File: src/rtl/srb_pkg.sv
package srb_pkg;

  // Operating mode of one compare-exchange cell for the current pass.
  typedef enum logic [1:0] {
    CX_PASS = 2'd0,   // outputs equal inputs
    CX_DOWN = 2'd1,   // smaller key to the upper output
    CX_UP   = 2'd2    // smaller key to the lower output
  } cx_mode_t;

endpackage

File: src/rtl/srb_sched.sv
// Pass sequencer: merge step counter and sub-pass counter.
module srb_sched #(
  parameter int LOGN = 3,
  parameter int SELW = 1
) (
  input  logic            clk,
  input  logic            rst,
  input  logic            launch,
  output logic            running,
  output logic            fin,
  output logic            cmp_pass,
  output logic            last_step,
  output logic [SELW-1:0] dir_sel
);

  localparam int JW = $clog2(LOGN + 1);
  localparam int SW = $clog2(LOGN);

  logic [JW-1:0] step_q;
  logic [SW-1:0] sub_q;
  int            sum_js;

  always_comb begin
    sum_js    = int'(step_q) + int'(sub_q);
    cmp_pass  = running && (sum_js >= LOGN);
    last_step = (int'(step_q) == LOGN);
    dir_sel   = SELW'(sum_js - LOGN);
    fin       = running && last_step && (int'(sub_q) == LOGN - 1);
  end

  always_ff @(posedge clk) begin
    if (rst) begin
      running <= 1'b0;
      step_q  <= JW'(1);
      sub_q   <= '0;
    end else if (launch) begin
      running <= 1'b1;
      step_q  <= JW'(1);
      sub_q   <= '0;
    end else if (running) begin
      if (int'(sub_q) == LOGN - 1) begin
        sub_q  <= '0;
        step_q <= step_q + JW'(1);
      end else begin
        sub_q <= sub_q + SW'(1);
      end
      if (fin) running <= 1'b0;
    end
  end

endmodule

File: src/rtl/srb_mode_dec.sv
// Turns the pass descriptor into one mode per cell row.
module srb_mode_dec
  import srb_pkg::*;
#(
  parameter int HALF = 4,
  parameter int ROWW = 2,
  parameter int SELW = 1
) (
  input  logic            cmp_pass,
  input  logic            last_step,
  input  logic [SELW-1:0] dir_sel,
  output cx_mode_t        mode [HALF]
);

  for (genvar r = 0; r < HALF; r++) begin : g_row
    localparam logic [ROWW-1:0] ROWV = ROWW'(r);
    always_comb begin
      if (!cmp_pass)          mode[r] = CX_PASS;
      else if (last_step)     mode[r] = CX_DOWN;
      else if (ROWV[dir_sel]) mode[r] = CX_UP;
      else                    mode[r] = CX_DOWN;
    end
  end

endmodule

File: src/rtl/srb_cx_elem.sv
// One two-input compare-exchange cell with selectable mode.
module srb_cx_elem
  import srb_pkg::*;
#(
  parameter int W = 8
) (
  input  logic [W-1:0] in_top,
  input  logic [W-1:0] in_bot,
  input  cx_mode_t     mode,
  output logic [W-1:0] out_top,
  output logic [W-1:0] out_bot
);

  logic          swap_lt;
  logic [W-1:0]  lo, hi;

  always_comb begin
    swap_lt = in_bot < in_top;
    lo = swap_lt ? in_bot : in_top;
    hi = swap_lt ? in_top : in_bot;
    unique case (mode)
      CX_DOWN: begin out_top = lo;     out_bot = hi;     end
      CX_UP:   begin out_top = hi;     out_bot = lo;     end
      default: begin out_top = in_top; out_bot = in_bot; end
    endcase
  end

endmodule

File: src/rtl/srb_sorter.sv
// Recirculating bitonic sorter: N registers, N/2 cells, shuffle loop.
module srb_sorter
  import srb_pkg::*;
#(
  parameter int N = 8,   // power of two, at least 8
  parameter int W = 8
) (
  input  logic           clk,
  input  logic           rst,
  input  logic           start,
  input  logic [N*W-1:0] keys_in,
  output logic [N*W-1:0] keys_out,
  output logic           busy,
  output logic           done
);

  localparam int LOGN = $clog2(N);
  localparam int HALF = N / 2;
  localparam int ROWW = LOGN - 1;
  localparam int SELW = $clog2(ROWW);

  logic            launch;
  logic            fin;
  logic            cmp_pass;
  logic            last_step;
  logic [SELW-1:0] dir_sel;
  cx_mode_t        mode [HALF];

  logic [W-1:0] key_q   [N];
  logic [W-1:0] shuf    [N];
  logic [W-1:0] cx_out  [N];

  assign launch = start && !busy;

  srb_sched #(.LOGN(LOGN), .SELW(SELW)) u_sched (
    .clk       (clk),
    .rst       (rst),
    .launch    (launch),
    .running   (busy),
    .fin       (fin),
    .cmp_pass  (cmp_pass),
    .last_step (last_step),
    .dir_sel   (dir_sel)
  );

  srb_mode_dec #(.HALF(HALF), .ROWW(ROWW), .SELW(SELW)) u_dec (
    .cmp_pass  (cmp_pass),
    .last_step (last_step),
    .dir_sel   (dir_sel),
    .mode      (mode)
  );

  // Perfect shuffle: the key at position p moves to rotate-left(p).
  for (genvar q = 0; q < N; q++) begin : g_shuf
    localparam int SRC = (q >> 1) | ((q % 2) << (LOGN - 1));
    assign shuf[q] = key_q[SRC];
  end

  for (genvar r = 0; r < HALF; r++) begin : g_cx
    srb_cx_elem #(.W(W)) u_cx (
      .in_top  (shuf[2*r]),
      .in_bot  (shuf[2*r+1]),
      .mode    (mode[r]),
      .out_top (cx_out[2*r]),
      .out_bot (cx_out[2*r+1])
    );
  end

  for (genvar i = 0; i < N; i++) begin : g_reg
    always_ff @(posedge clk) begin
      if (rst)         key_q[i] <= '0;
      else if (launch) key_q[i] <= keys_in[i*W +: W];
      else if (busy)   key_q[i] <= cx_out[i];
    end
    assign keys_out[i*W +: W] = key_q[i];
  end

  always_ff @(posedge clk) begin
    if (rst)         done <= 1'b0;
    else if (launch) done <= 1'b0;
    else if (fin)    done <= 1'b1;
  end

endmodule

File: config.mk
export PLATFORM = sky130hd
export DESIGN_NAME = srb_sorter
export DESIGN_NICKNAME = d
export VERILOG_FILES = /design/src/rtl/srb_pkg.sv /design/src/rtl/srb_sched.sv /design/src/rtl/srb_mode_dec.sv /design/src/rtl/srb_cx_elem.sv /design/src/rtl/srb_sorter.sv
export SDC_FILE = /design/constraint.sdc
export NUM_CORES = 1
export LEC_CHECK = 0
export ABC_AREA = 1
export BUFFER_PORTS_ARGS = -buffer_cell sky130_fd_sc_hd__buf_2
export CAP_MARGIN = 5
export CORE_UTILIZATION = 26
export CTS_CLUSTER_DIAMETER = 60
export DETAILED_ROUTE_END_ITERATION = 6
export PLACE_DENSITY_LB_ADDON = 0.08
export SETUP_SLACK_MARGIN = 0.5
export SYNTH_ARGS = -nofsm -noshare
export SYNTH_HDL_FRONTEND = slang
export SYNTH_HIERARCHICAL = 1
export SYNTH_SLANG_ARGS = --single-unit
File: constraint.sdc
create_clock -name clk -period 4.5 [get_ports clk]
set_clock_uncertainty 0.15 [all_clocks]
set_input_delay 0.45 -clock clk [delete_from_list [all_inputs] [get_ports clk]]
set_output_delay 0.45 -clock clk [all_outputs]
set_load 0.02 [all_outputs]
==> results of run 1 <==
## cell type report
type	count	area (sq um)	share of cell area, %
multi-input cells	840	4030	51.1
clock inverters	7	88.8	1.13
repair buffers	140	721	9.13
inverters	99	372	4.71
clock buffers	9	225	2.85
well taps	330	413	5.23
flip-flops and latches	70	2040	25.9
## registers in the layout (all words and copies together), names as in the netlist
register         count
done                 1
key_q               64
u_sched/running      1
u_sched/step_q       2
u_sched/sub_q        2
## synth_stat cells, types with 6 or more instances
cell type  count  area share, %
nand3_1      195             14
buf_2         32            2.3
nand2_4        8            1.3
dfxtp_1        6            1.8
nand4_1       64            5.9
inv_1         91            5.0
a21oi_1       15            1.1
edfxtp_1      64             28
nor2_1        13           0.71
nand2_1      493             27
buf_4         12            1.3
clkbuf_1      20            1.1
inv_2          8           0.44
ha_1          38            7.0
## worst min path at each step
stage                startpoint          endpoint  slack, ns  cells after the start
2_1_floorplan  u_sched/sub_q[1]  u_sched/sub_q[1]       0.32                      2
3_5_place_dp               done              done       0.35                      2
5_1_grt                     rst   u_sched/running       0.23                      2
6_report                    rst   u_sched/running       0.22                      2
4_1_cts                     rst   u_sched/running       0.20                      2
3_3_place_gp               done              done       0.34                      2
## per-stage QoR
step | setup slack, ns | utilization, % | cell area [sq um] | hold WS (ns) | instances
5_1_grt | 0.855 | 31.0 | 7890 | 0.234 | 1495
2_1_floorplan | 1.38 | - | 6830 | 0.322 | 1082
3_5_place_dp | 1.15 | 29.7 | 7580 | 0.348 | 1479
3_3_place_gp | 1.15 | 29.7 | 7580 | 0.345 | 1479
6_report | 1.16 | 31.0 | 7890 | 0.217 | 1495
4_1_cts | 1.13 | 31.0 | 7890 | 0.199 | 1495
## routing by layer
layer,wire [microns],vias up
met5,0,-
met4,322,0
met3,847,16
met2,11300,148
met1,12300,3222
li1,-,3695
## power groups by stage
stage | Combinational [mW] | Clock, mW | Sequential (mW)
2_1_floorplan | 0.683 | 0 | 0.913
3_3_place_gp | 0.955 | 0 | 0.888
3_5_place_dp | 0.949 | 0 | 0.884
4_1_cts | 0.953 | 0.811 | 0.871
5_1_grt | 1.09 | 0.835 | 0.876
6_report | 0.954 | 0.790 | 0.867
## cell families after synthesis
kind of cell             Yosys count
AND/OR/NAND/NOR                  779
other                              1
flip-flops                        70
adder cells (fa/ha/maj)           39
buffers and inverters            172
AO/OA/AOI/OAI                     21
==> impl_results.md, run 1 <==
* Status: finished clean
* Sum Neg Setup Slack at 0 ns
* Hpwl dp at 17.6 mm
* Vias per cell at roughly 4.7
* CP required at between 4 and 5 ns
* WS Path Type: reg -> reg
* RSZ-0062 raised after global routing: no
* H-tree depth at 3
* Worst setup endpoint: key_q[0][29]
* Final setup viols at 0
* Grt ovf at 0
* Comb power frac at 36.5%
* Hold/Removal Path Class: in -> reg
* Global routing met2 resource utilization at roughly 30%
* Most frequent cells in the layout: nand2_1 (493), nand3_1 (194), buf_2 (132), inv_1 (91)
* Internal at 1.55 mW
* Peak VDD IR at ~0.18 mV
* I/O Pins at 133
* Final min period at ~3.3 ns
* Design Power at about 2.6 mW
* Worst Setup End Kind: flip-flop
* Most common cell on crit path: nand2_1
* PostCTS Resize Cnt at 0
* Global-route wire length before repair at 38.8 mm
* Hold Violations, Final at 0
* # nets final at ~1300
* Switch Pwr at 1.06 mW
* Clock Sink Count at 70
* Xor-xnor portion of the synthesized cell area at 0%
* Fmax at 299 MHz
* TritonCTS Buffers at 9
* P&R area growth vs syn at 15.6%
* Simple-gate share of the synthesized area at 49.9%
* Detailed-route via count at 7081
* Worst setup path startpoint: u_sched/sub_q[0]
* CTS clk-pin slew, worst paths at 0.06 ns
* Input/output buffers at 132
* CP bufs+invs at 3
* FILL cells at 2867
* Clock Path Buffers at 2
* Routed wire per std cell at 16.6 microns
* Syn Inst Count at 1082
* DR pass1 iterations at 6
* Synthesized cell area at between 6000 and 7000 sq um
* TritonCTS clock tree: done
* Synth Area in Compound Gates at ~1.7%
* Headroom to the max-slew limit at a little under half
* GR Util met1 at a little over a quarter
* CP Max Fanout at 16
* Main flop type after synthesis: edfxtp_1
* DR iter-0 viols at 579
* FF-to-FF End: key_q[0][29]
* Die X at about 160 microns
* CP delay by family, top: simple AND/OR/NAND/NOR gates
* M3 GR Usage at 2.58%
* Seq pwr share at 33.2%
* Initial core utilization at 26.8%
* GRT Util Overall at 19.0%
* Critical path launch point type: flip-flop
* WP data arrival at 3.37 ns
* Largest net degree at the start of global routing at 66
* CP max stage cell: fa_1
* Crit path largest cell delay at 0.43 ns
* Full die area at 26900 sq um
* Sequential fraction of the synthesis area at 29.9%
* FF-to-FF setup slack at approximately 1.2 ns
* Share of cells above drive strength 1 at 14.9%
* Switching part of the total power at 40.7%
* Power per Cell Area at 331 nW/um^2
* Seq cells post-synth at 70
* Setup bufs post-CTS at 0
* Largest family of logic cells by synthesized area: simple AND/OR/NAND/NOR gates
* Most Crowded Layer GR: met2
* Most common cell after layout, fill and taps aside: nand2_1
* GPL Wtd Cong at 0.812
* Worst r2r path cells at 14
* Post-CTS Hold Fix Bufs at 0
* Clock Power Share at between 30% and 40%
* Slew Viols, Final at 0
* Number of core rows at 58
* DRT antenna net count at 0
* Post-Syn Area per Cell at around 6.3 sq um
* Worst-Margin Slew at 0.781 ns
* Reg-to-reg startpoint: u_sched/sub_q[0]
* Maxcap violations at 0
* Async SR Flop Fraction at 0%
* Final period util at roughly 74%
* Multiplexer share of the synthesized area at 0%
* Post-synthesis adder-cell area fraction at 7.26%
* YS warnings at 6
* Syn nets at ~1200
* Clk_lat worst skew at 0.35 ns
* Pleak at 4.35 nW
* Post-synth EDFFs at 64
* Routed WL at 24.8 mm
* Core area at 25500 sq um
* Die H at 164 microns
* Residual DRC at 0
* Initial antenna violation count at 0
* Cell variety after synth at 26
* CP cell instances: ha_1 > inv_1 > fa_1 > o21a_1 > nor2_1 > nand2_1 > nand2_1 > inv_1 > ha_1 > inv_1 > nand2_1 > nand2_1 > nand2_1 > nand2_1
* Cell count along the critical path at 14
* Vias in the first global route at 6772
* CTS Root Cell: clkbuf_16
* Antenna Cells at 0
No activity file was read; power rests on OpenSTA's default activity.
==> run 2: changes to the inputs <==
==> constraint.sdc (replaced) <==
create_clock -name clk -period 2.9 [get_ports clk]
set_clock_uncertainty 0.15 [all_clocks]
set_input_delay 0.29 -clock clk [delete_from_list [all_inputs] [get_ports clk]]
set_output_delay 0.29 -clock clk [all_outputs]
set_load 0.02 [all_outputs]
==> run 2 against run 1 <==
Combinational power rose by 76%. Largest power group unchanged. Routed wire length rose by 3.2%. Core utilization rose by 3.7 points. Highest routed layer unchanged. Count of clock-buffer cells in the layout rose by 3. Total power rose by 65%. Cell count rose by 2.9%. Non-clock buffer count rose by 42. Clock power rose by 62%.
==> impl_results.md, run 2 (synthesized netlist as in run 1, its figures left out) <==
* DRT antenna net count at 0
* Hold/Removal Path Class: in -> reg
* Max reg flops at 64
* TritonCTS clock tree: done
* DR pass1 iterations at 5
* Top reg by flops: key_q
* Residual DRC at 0
* Comb power frac at slightly below 40%
* Pleak at between 4 and 5 nW
* Switching part of the total power at 40.3%
* Clock Sink Count at 70
* Routed wire per std cell at 16.6 microns
* Die X at 164 microns
* Reg-to-reg startpoint: u_sched/sub_q[0]
* Final min period at 2.74 ns
* Biggest regs: key_q x64, u_sched/step_q x2, u_sched/sub_q x2
* Clock Power Share at 29.7%
* CTS clk-pin slew, worst paths at about 0.07 ns
* Slew Viols, Final at 0
* P&R area growth vs syn at 29.4%
* CP Max Fanout at 16
* Switch Pwr at 1.74 mW
* Final cell count without fillers at ~1500
* DR iter-0 viols at 448
* GRT Util Overall at 19.2%
* Worst hold path startpoint: rst
* Initial core utilization at 26.8%
* Power per Cell Area at 487 nW/um^2
* Detailed-route via count at 7452
* Clk_lat worst skew at 0.34 ns
* Placed cell area at 7960 sq um
* Post-Layout Inst Area at approximately 8800 sq um
* Fmax at around 360 MHz
* Internal at 2.57 mW
* WS Path Type: reg -> reg
* Share of cells above drive strength 1 at 25.6%
* Sum Neg Setup Slack at 0 ns
* Die H at 164 microns
* Hpwl dp at around 19 mm
* Worst-Margin Slew at 0.717 ns
* Full die area at 26900 sq um
* Vias in the first global route at roughly 6900
* Worst r2r path cells at 15
* Routed WL at 25.6 mm
* CTS Root Cell: clkbuf_16
* TritonCTS Buffers at 9
* Initial antenna violation count at 0
* H-tree depth at 3
* # nets final at 1309
* Worst setup path startpoint: u_sched/sub_q[0]
* RSZ-0062 raised after global routing: yes
* Placed insts at 1510
* Final setup viols at 0
* Grt ovf at 0
* Worst Setup End Kind: flip-flop
* Peak VDD IR at 0.201 mV
* Final design utilization at a little over a third
* Headroom to the max-slew limit at a little over half
* Most common cell after layout, fill and taps aside: nand2_1
* Most frequent cells in the layout: nand2_1 (437), nand3_1 (182), buf_2 (132), inv_1 (80)
* Input/output buffers at between 100 and 150
* Seq pwr share at a little under a third
* WP data arrival at 2.70 ns
* Status: finished clean
* Vias per cell at 4.84
* Hold Violations, Final at 0
* Core area at 25500 sq um
* Post-CTS Hold Fix Bufs at 0
* Maxcap violations at 0
* Final period util at 94.7%
* Design Power at 4.30 mW
* CP required at 2.85 ns
* Cells on Worst Hold Path at 2
* GPL Wtd Cong at 0.832
* Largest net degree at the start of global routing at 65
* Clock Path Buffers at 2
* Global-route wire length before repair at 39.2 mm
* FILL cells at approximately 2800
* Critical path launch point type: flip-flop
* Number of core rows at 58
* I/O Pins at 133
-- run 2: cell count changes in the layout (fill, tap and decap cells not counted), moves of 8 or more --
cell / delta
nand3_2: +10
buf_6: +9
nand2_1: -56
nand2_2: +44
nand3_1: -12
ha_1: -8
inv_1: -11
buf_4: +22
nand2_4: +12
-- run 2: final timing paths --
| check | end | slack [ns] |
|---|---|---|
| worst max-delay path | key_q[1][7] | 0.16 |
| worst max register to register | key_q[1][7] | 0.16 |
| worst min register to register | done | 0.36 |
| worst min-delay path | u_sched/running | 0.06 |
-- run 2: what timing repair did --
item | CTS | global route
endpoints found under the setup margin | 64 | 64
pin swaps | 23 | 55
gates resized for setup | 58 | 58
cloned | 2 | 1
buffers inserted | 5 | 4
-- run 2: stage by stage --
stage / hold WS (ns) / setup WS, ns
detailed placement: 0.341 / -0.0627
global placement: 0.345 / -0.0239
floorplan: 0.209 / 0.246
finish: 0.0580 / 0.155
global route: 0.0682 / 0.0306
CTS: 0.0413 / 0.183
-- run 2: final cells by class --
cell class | instances | area [sq um] | share of cell area, %
Clock inverter | 4 | 68.8 | 0.779
Multi-Input combinational cell | 840 | 4420 | 50.0
Timing Repair Buffer | 182 | 1210 | 13.7
Inverter | 99 | 404 | 4.57
Sequential cell | 70 | 2050 | 23.2
Timing Repair inverter | 1 | 16.3 | 0.184
Tap cell | 330 | 413 | 4.67
Clock buffer | 12 | 256 | 2.90
Antenna cell | 1 | 2.50 | 0.0283
-- run 2: power groups by stage --
| stage | logic [mW] | clock network [mW] | registers, mW |
|---|---|---|---|
| floorplan | 1.09 | 0 | 1.41 |
| global placement | 1.58 | 0 | 1.36 |
| detailed placement | 1.57 | 0 | 1.36 |
| CTS | 1.61 | 1.31 | 1.34 |
| global route | 1.90 | 1.35 | 1.35 |
| finish | 1.68 | 1.28 | 1.34 |
-- run 2: layer usage --
layer | vias up | share of wire (%) | wire (microns) | global-route usage (%)
met4 | 0 | 1.5 | 372 | 5.47
li1 | 3788 | - | - | -
met5 | - | 0 | 0 | 0
met1 | 3447 | 49 | 12400 | 27.2
met2 | 192 | 45 | 11600 | 30.4
met3 | 25 | 4.5 | 1160 | 2.22
-- run 2: critical path, cell delays in order, from the launching register on --
cell and delay (ns):
dfxtp_4 0.35, ha_4 0.15, inv_2 0.04, fa_1 0.39
o21a_1 0.20, nor2_4 0.19, buf_6 0.14, nand2_4 0.05
nand2_4 0.09, inv_4 0.04, ha_4 0.33, inv_8 0.08
nand2_1 0.08, nand2_1 0.07, nand2_1 0.09, nand2_1 0.06
==> run 3: changes to the inputs <==
--- a/config.mk
+++ b/config.mk
@@ -8,9 +8,12 @@
 export ABC_AREA = 1
 export BUFFER_PORTS_ARGS = -buffer_cell sky130_fd_sc_hd__buf_2
 export CAP_MARGIN = 5
+export CORE_MARGIN = 4
 export CORE_UTILIZATION = 26
 export CTS_CLUSTER_DIAMETER = 60
+export CTS_CLUSTER_SIZE = 10
 export DETAILED_ROUTE_END_ITERATION = 6
+export HOLD_SLACK_MARGIN = 0.06
 export PLACE_DENSITY_LB_ADDON = 0.08
 export SETUP_SLACK_MARGIN = 0.5
 export SYNTH_ARGS = -nofsm -noshare
==> run 3 against run 2 <==
Maximum frequency increased by 1.3%. First-iteration DRC count decreased by 4.9%. Die area increased by 7.4%. Non-clock buffer count increased by 2. Design area decreased by 1.4%. Setup slack improved by 0.034 ns. Sequential power about the same. Highest routed layer unchanged.
==> impl_results.md, run 3 (synthesized netlist as in run 1, its figures left out) <==
* Status: finished clean
* Detailed-route via count at 7407
* Clock Sink Count at 70
* Clock Path Buffers at 2
* Largest net degree at the start of global routing at 50
* Hold Violations, Final at 0
* Headroom to the max-slew limit at roughly 63%
* Hold_ws at 0.105 ns
* TritonCTS clock tree: done
* FF-to-FF setup slack at 0.19 ns
* Comb power frac at between 40% and 50%
* Share of cells above drive strength 1 at between 20% and 30%
* Hold/Removal Path Class: in -> reg
* Switching part of the total power at 41.8%
* Top reg by flops: key_q
* Input/output buffers at about 130
* DR pass1 iterations at 5
* Final period util at 93.5%
* Maxcap violations at 0
* Routed WL at 26.0 mm
* Most common cell after layout, fill and taps aside: nand2_1
* WP data arrival at 2.65 ns
* Final worst setup slack at 0.189 ns
* Initial antenna violation count at 0
* Vias in the first global route at about 7200
* Worst slack at placement at -0.102 ns
* Worst Setup End Kind: flip-flop
* Worst hold path startpoint: keys_in[3]
* FILL cells at 2904
* Die H at between 150 and 200 microns
* FF-to-FF End: key_q[1][6]
* Biggest regs: key_q x64, u_sched/step_q x2, u_sched/sub_q x2
* Final min period at 2.71 ns
* Peak VDD IR at 0.186 mV
* Clk_lat worst skew at 0.34 ns
* Reg-to-reg startpoint: u_sched/sub_q[0]
* CP Max Fanout at 8
* Critical path launch point type: flip-flop
* Worst r2r path cells at 14
* Worst-Margin Slew at approximately 0.55 ns
* Internal at 2.38 mW
* Seq pwr share at 32.5%
* RSZ-0062 raised after global routing: yes
* Hpwl dp at 19.2 mm
* Residual DRC at 0
* # nets final at 1310
* Final setup viols at 0
* CTS Root Cell: clkbuf_16
* Initial core utilization at 26.4%
* Global-route wire length before repair at around 40 mm
* H-tree depth at 3
* Number of core rows at 59
* WS Path Type: reg -> reg
* Fmax at 369 MHz
* Endpoint, Worst Hold: key_q[0][3]
* GPL Wtd Cong at 0.835
* Pleak at roughly 4.6 nW
* Die X at 170 microns
* DR iter-0 viols at between 400 and 500
* Grt ovf at 0
* Cells on Worst Hold Path at 3
* Full die area at 28900 sq um
* Core area at 25900 sq um
* Switch Pwr at about 1.7 mW
* I/O Pins at 133
* Power per Cell Area at 470 nW/um^2
* Clock Power Share at 26.7%
* CP required at 2.84 ns
* Routed wire per std cell at 16.9 microns
* CTS clk-pin slew, worst paths at 0.06 ns
* Placed cell area at 7990 sq um
* Max reg flops at 64
* Antenna Cells at 0
* Final design utilization at 33.6%
* P&R area growth vs syn at 27.7%
* TritonCTS Buffers at 9
* GRT Util Overall at 17.7%
* Most frequent cells in the layout: nand2_1 (467), nand3_1 (174), buf_2 (132), inv_1 (79)
* Vias per cell at 4.80
* Post-Layout Inst Area at 8720 sq um
* DRT antenna net count at 0
* Slew Viols, Final at 0
[run 3: final cells by class]
| cell class | count | area (sq um) | area share, % |
|---|---|---|---|
| flip-flops and latches | 70 | 2050 | 23.5 |
| repair buffers | 184 | 1250 | 14.4 |
| multi-input cells | 840 | 4330 | 49.7 |
| clock inverters | 2 | 10.0 | 0.115 |
| inverters | 99 | 394 | 4.52 |
| clock buffers | 14 | 264 | 3.03 |
| well taps | 335 | 419 | 4.81 |
[run 3: how the worst max path moves through the flow]
stage / endpoint / from / cells past startpoint / slack (ns)
after floorplan: key_q[0][16] / u_sched/step_q[0] / 15 / 0.25
after global placement: key_q[1][6] / u_sched/sub_q[0] / 14 / -0.07
after detailed placement: key_q[1][6] / u_sched/sub_q[0] / 14 / -0.10
after CTS: key_q[0][31] / u_sched/sub_q[0] / 16 / 0.18
after global routing: key_q[0][31] / u_sched/step_q[0] / 16 / 0.08
final: key_q[1][6] / u_sched/sub_q[0] / 14 / 0.19
[run 3: what timing repair did]
action | in CTS | in global routing
resized for setup | 63 | 22
gates cloned | 1 | 0
endpoints found under the hold margin | 2 | 0
endpoints found under the setup margin | 64 | 64
buffers inserted | 7 | 4
pin swaps | 56 | 15
hold buffers | 1 | 0
[run 3: layer usage]
layer | share of wire [%] | vias up | GRT usage, %
met5 | 0 | - | 0
met4 | 1.7 | 0 | 5.17
met3 | 4.0 | 23 | 2.49
met1 | 49 | 3410 | 24.9
met2 | 46 | 173 | 28.5
li1 | - | 3801 | -
[run 3: power groups by stage]
stage | registers, mW | logic [mW] | clock network [mW]
finish | 1.33 | 1.67 | 1.09
global route | 1.35 | 1.88 | 1.18
CTS | 1.34 | 1.65 | 1.13
detailed placement | 1.36 | 1.59 | 0
global placement | 1.36 | 1.60 | 0
floorplan | 1.41 | 1.09 | 0
[run 3: critical path, cell delays in order (launching register included)]
cell and delay (ns):
dfxtp_4 0.35, ha_4 0.15, inv_2 0.04, fa_1 0.40, o21a_1 0.21, nor2_4 0.19, nand2_4 0.10, nor2_4 0.12
buf_4 0.12, ha_4 0.23, buf_8 0.15, nand2_1 0.06, nand2_1 0.06, nand2_2 0.08, nand2_1 0.07
[run 3: per-stage QoR]
stage | setup TNS [ns] | cells | power (mW)
after floorplan | 0 | 1082 | 2.50
after detailed placement | -0.518 | 1515 | 2.95
after CTS | 0 | 1540 | 4.12
after global placement | -0.0904 | 1515 | 2.96
final | 0 | 1544 | 4.10
after global routing | 0 | 1544 | 4.41
